$ cat src/rtl/ldu_stall_unit.sv
module ldu_stall_unit #(
  parameter int REG_AW = 5,
  parameter int CTRL_W = 8
) (
  input  logic              clk,
  input  logic              rst_n,
  input  logic [REG_AW-1:0] id_rs,
  input  logic [REG_AW-1:0] id_rt,
  input  logic              id_uses_rs,
  input  logic              id_uses_rt,
  input  logic              id_mem_read,
  input  logic [REG_AW-1:0] id_dst,
  input  logic [CTRL_W-1:0] id_ctrl,
  output logic              pc_we,
  output logic              fd_we,
  output logic              ex_mem_read,
  output logic [REG_AW-1:0] ex_dst,
  output logic [CTRL_W-1:0] ex_ctrl
);

  localparam logic [REG_AW-1:0] ZERO_REG = '0;

  logic dst_live;
  logic rs_hit;
  logic rt_hit;
  logic hazard;

  assign dst_live = ex_mem_read && (ex_dst != ZERO_REG);
  assign rs_hit   = id_uses_rs && (id_rs == ex_dst);
  assign rt_hit   = id_uses_rt && (id_rt == ex_dst);
  assign hazard   = dst_live && (rs_hit || rt_hit);

  assign pc_we = !hazard;
  assign fd_we = !hazard;

  always_ff @(posedge clk or negedge rst_n) begin
    if (!rst_n) begin
      ex_mem_read <= 1'b0;
      ex_dst      <= '0;
      ex_ctrl     <= '0;
    end else if (hazard) begin
      ex_mem_read <= 1'b0;
      ex_dst      <= '0;
      ex_ctrl     <= '0;
    end else begin
      ex_mem_read <= id_mem_read;
      ex_dst      <= id_dst;
      ex_ctrl     <= id_ctrl;
    end
  end


  bubble_zero_chk: assert property (@(posedge clk) disable iff (!rst_n)
    !pc_we |=> (ex_ctrl == '0) && !ex_mem_read && (ex_dst == '0));


  single_bubble_chk: assert property (@(posedge clk) disable iff (!rst_n)
    !pc_we |=> pc_we);


  zero_dst_chk: assert property (@(posedge clk) disable iff (!rst_n)
    (ex_dst == '0) |-> pc_we);


  no_load_chk: assert property (@(posedge clk) disable iff (!rst_n)
    !ex_mem_read |-> pc_we);


  pass_chk: assert property (@(posedge clk) disable iff (!rst_n)
    pc_we |=> (ex_ctrl == $past(id_ctrl)) && (ex_dst == $past(id_dst))
              && (ex_mem_read == $past(id_mem_read)));


  hold_pair_chk: assert property (@(posedge clk) disable iff (!rst_n)
    pc_we == fd_we);

endmodule

$ cat config.mk
export PLATFORM = sky130hd
export DESIGN_NAME = ldu_stall_unit
export DESIGN_NICKNAME = d
export VERILOG_FILES = /design/src/rtl/ldu_stall_unit.sv
export SDC_FILE = /design/constraint.sdc
export NUM_CORES = 1
export LEC_CHECK = 0
export BUFFER_PORTS_ARGS = -buffer_cell sky130_fd_sc_hd__buf_2
export CORE_ASPECT_RATIO = 0.8
export CORE_UTILIZATION = 39
export DETAILED_ROUTE_END_ITERATION = 6
export PLACE_DENSITY = 0.82
export SYNTH_ARGS = -nofsm -noshare
export SYNTH_HDL_FRONTEND = slang
export SYNTH_SLANG_ARGS = --single-unit
export TNS_END_PERCENT = 1
$ cat constraint.sdc
create_clock -name clk -period 2 [get_ports clk]
set_input_delay 0.2 -clock clk [delete_from_list [all_inputs] [get_ports clk]]
set_output_delay 0.2 -clock clk [all_outputs]
set_load 0.02 [all_outputs]
# == Word-level counts from Yosys, hierarchy flattened ==
# Cells that the tools add are included.
# totals
input_bits,28
register_bits,14
elab_cells,15
output_inout_bits,16
# op_classes
reduce_logical,7
eq_ne,2
muxes,3
# ops
operator,n
5-bit == test,2
8-bit 2-to-1 mux,1
5-bit 2-to-1 mux,1
5-bit nonzero test,1
1-bit logical AND,4
1-bit logical NOT,1
1-bit logical OR,1
1-bit 2-to-1 mux,1

# == Depth between registers and ports, before layout ==
# depth
depth_word,5
mapped_depth,6
mapped_depth_nobuf,4

# == Least setup slack after synthesis ==
# OpenSTA, ideal clock, no wires.
# synth_timing
path_type,reg2out
start,register ex_dst[3]
end,output pc_we
slack_ns,0.043
required_time_ns,1.800
arrival_ns,1.757
stages_incl_launch_ff,7
path_buffers,2
path_cell_list,dfrtp_1 xnor2_1 nand4_1 o22ai_1 clkbuf_2 nand2_1 buf_4
# synth_between
elab_chain_cells,5
word_cells_on_any_way,9
cone_classes,2 x eq/ne; 7 x reduce/logical
# synth_rtl
element,line,source
start: declaration,17,"output logic [REG_AW-1:0] ex_dst,"
start signal: assignment,47,ex_dst <= id_dst;
"5-bit == test, on equally long branches","29, 30",
"1-bit logical AND, on equally long branches","29, 30",
1-bit logical OR,31,assign hazard = dst_live && (rs_hit || rt_hit);
1-bit logical AND *,31,
1-bit logical NOT *,--,
end: declaration,14,"output logic pc_we,"
# Mark *: on every way between the ends. The rest lies on a longest branch, timed or not.

# == Worst setup path after layout ==
# layout_timing
start,register ex_dst[4]
end,output fd_we
# layout_between
elab_chain_cells,5
word_cells_on_any_way,9
cone_classes,2 x eq/ne; 7 x reduce/logical
# layout_rtl
element,line,source
"5-bit == test, on equally long branches","29, 30",
"1-bit logical AND, on equally long branches","29, 30",
1-bit logical OR,31,
1-bit logical AND *,31,
1-bit logical NOT *,34,assign fd_we = !hazard;
end: declaration,15,"output logic fd_we,"
# Marked as above.

==> metrics.txt <==
status completed; pin count of the biggest net entering global routing 15; # setup viols final 0; CP delay by family, top simple AND/OR/NAND/NOR gates; area leader, netlist dfrtp_1; Total Neg Setup Slack 0 ns; met2 Use GR 32.9%; PostCTS Resize Cnt 0; Total GRT Usage between 15 and 20%; Final Hold Fails 0; CTS root buffer clkbuf_4; Final Skew 0.00372 ns; reg2reg setup slack around 0.36 ns; RD Place Congestion 0.628; die area 0.00183 mm^2; DR vias 551; share of cells above drive strength 1 61.5%; Clock Sinks 14; M3 GR Usage 5.19%; Yosys reg bits 14; chip width 47.5 um; insertion delay to the later sink of the worst-skew pair ~0.27 ns; first-pass GRT wire length around 2100 um; antenna viol nets, final 0; nets 126; CTS tree built; number of max-cap violations 0; Worst EP arrival 1.72 ns; die height 38.4 um; Yosys top cell area share 54.2%; post-route core utilization 62.5%; Area contributors post-synth dfrtp_1, a21boi_2, xnor2_1; Clock Tree Buf Depth 2; initial antenna violation count 0; Peak supply drop 374 uV; WS Path Type flip-flop to output pin; met1 usage 18.8%; Top Usage Layer GRT met2; synthesis-to-finish area growth 42.2%; row cnt 12; DRC 0; H-tree depth 1; Net Count, Synth 77; DR vias/cell around 4.7; clock-pin slew of the registers on the worst-case setup and hold paths around 0.08 ns; Pleak 0.439 nW; # fillers 139; warning count from the yosys run 0; Slowest-stage cell, CP or4_1; CP peak stage delay 0.53 ns; IO buf count 43; DRT Pass-1 Iters 4; worst-margin pin slew 0.299 ns; RSZ-0062 raised after global routing yes; vias in the first global route 506; post-route minimum period 1.92 ns; WL/cell roughly 12 um; Core Area 0.00147 mm^2; Worst Hold Class input pin to flip-flop; Starting Density 44.0%; final WL ~1400 um; synthesized instance count 49; Synth Cell Area 647 um^2; power per cell area 647 mW/mm^2; Initial DRC Count 6; hpwl dp 1160 um; Crit. End Element output pin; WP buf/inv 1; post-synthesis sequential area ratio 54.2%; Mean Syn Cell Area 13.2 um^2; Netlist cell types 12; total power 0.595 mW; # diodes 0; fmax between 500 and 600 MHz; Slew HR 80.1%; period utilization 95.9%; CTS Buf Count 3; Final Max Tran Viols 0; CP Cell Sequence or4_1 -> o21a_2 -> nand2_1 -> buf_2; CP startpoint kind flip-flop; Critical Path RT 1.80 ns; io pins 44; total grt overflow 0; critical-path maximum fanout 5
==> final timing paths <==
path | start | endpoint | depth (start not counted)
hold reg to reg | ex_mem_read | ex_dst[0] | 2
max in group asynchronous | rst_n | ex_dst[1] | 2
min in group asynchronous | rst_n | ex_dst[3] | 2
hold / removal | id_ctrl[6] | ex_ctrl[6] | 2
setup reg to reg | ex_dst[4] | ex_mem_read | 4
setup / recovery | ex_dst[4] | fd_we | 4
==> registers in the layout, summed over array words and instances, names as in the netlist <==
signal / cells
ex_ctrl: 8
ex_dst: 5
ex_mem_read: 1
==> cells in the mapped netlist, drive strengths merged <==
cell,number
buf,2
xnor2,10
nand2,3
a21boi,14
o21a,1
dfrtp,14
nand4,2
clkbuf,1
or4,1
o22ai,1
==> area by class of cell <==
type | instances | area, um^2 | area share, %
repair buffers | 47 | 248 | 26.9
clock buffers | 3 | 22.5 | 2.45
well taps | 21 | 26.3 | 2.86
multi-input cells | 32 | 273 | 29.7
flip-flops and latches | 14 | 350 | 38.1
==> logic make-up after synthesis <==
family          Yosys count  share of synthesized area [%]
compound gates           16                           23.8
xor+xnor                 10                           13.5
flops                    14                           54.2
simple gates              6                           4.84
buf+inv                   3                           3.67
==> layer usage <==
layer  up-vias  part of all wire (%)  wire length (um)
li1        265                     -                 -
met1       251                    39               554
met2        33                    51               721
met3         2                   9.5               136
met4         0                  0.84                12
met5         -                     0                 0
==> repair_timing <==
action | 4_1_cts | 5_1_grt
endpoints found under the setup margin | 0 | 2
buffers inserted | 0 | 0
endpoints found under the hold margin | 14 | 0
hold buffers | 1 | 0
==> stage by stage <==
stage	worst slack (ns)	area (um^2)	hold slack, ns	instances
final	0.0818	920	0.160	117
after global routing	-0.00579	920	0.160	117
after CTS	0.0607	920	0.152	117
after detailed placement	0.373	887	0.108	113
after global placement	0.395	887	0.101	113
after floorplan	0.0434	647	-0.0956	49
==> where the power goes <==
group	internal, mW	total [mW]	switching [mW]
clock network	0.0696	0.151	0.0817
logic	0.0642	0.132	0.0679
registers	0.300	0.311	0.0115
==> layout by cell type (no fill, tap or decap), drive strengths merged <==
cell type,n
a21boi,14
buf,46
clkbuf,3
dfrtp,14
dlygate4sd3,1
nand2,3
nand4,2
o21a,1
o22ai,1
or4,1
xnor2,10
Power figures use the tool's default switching activity.
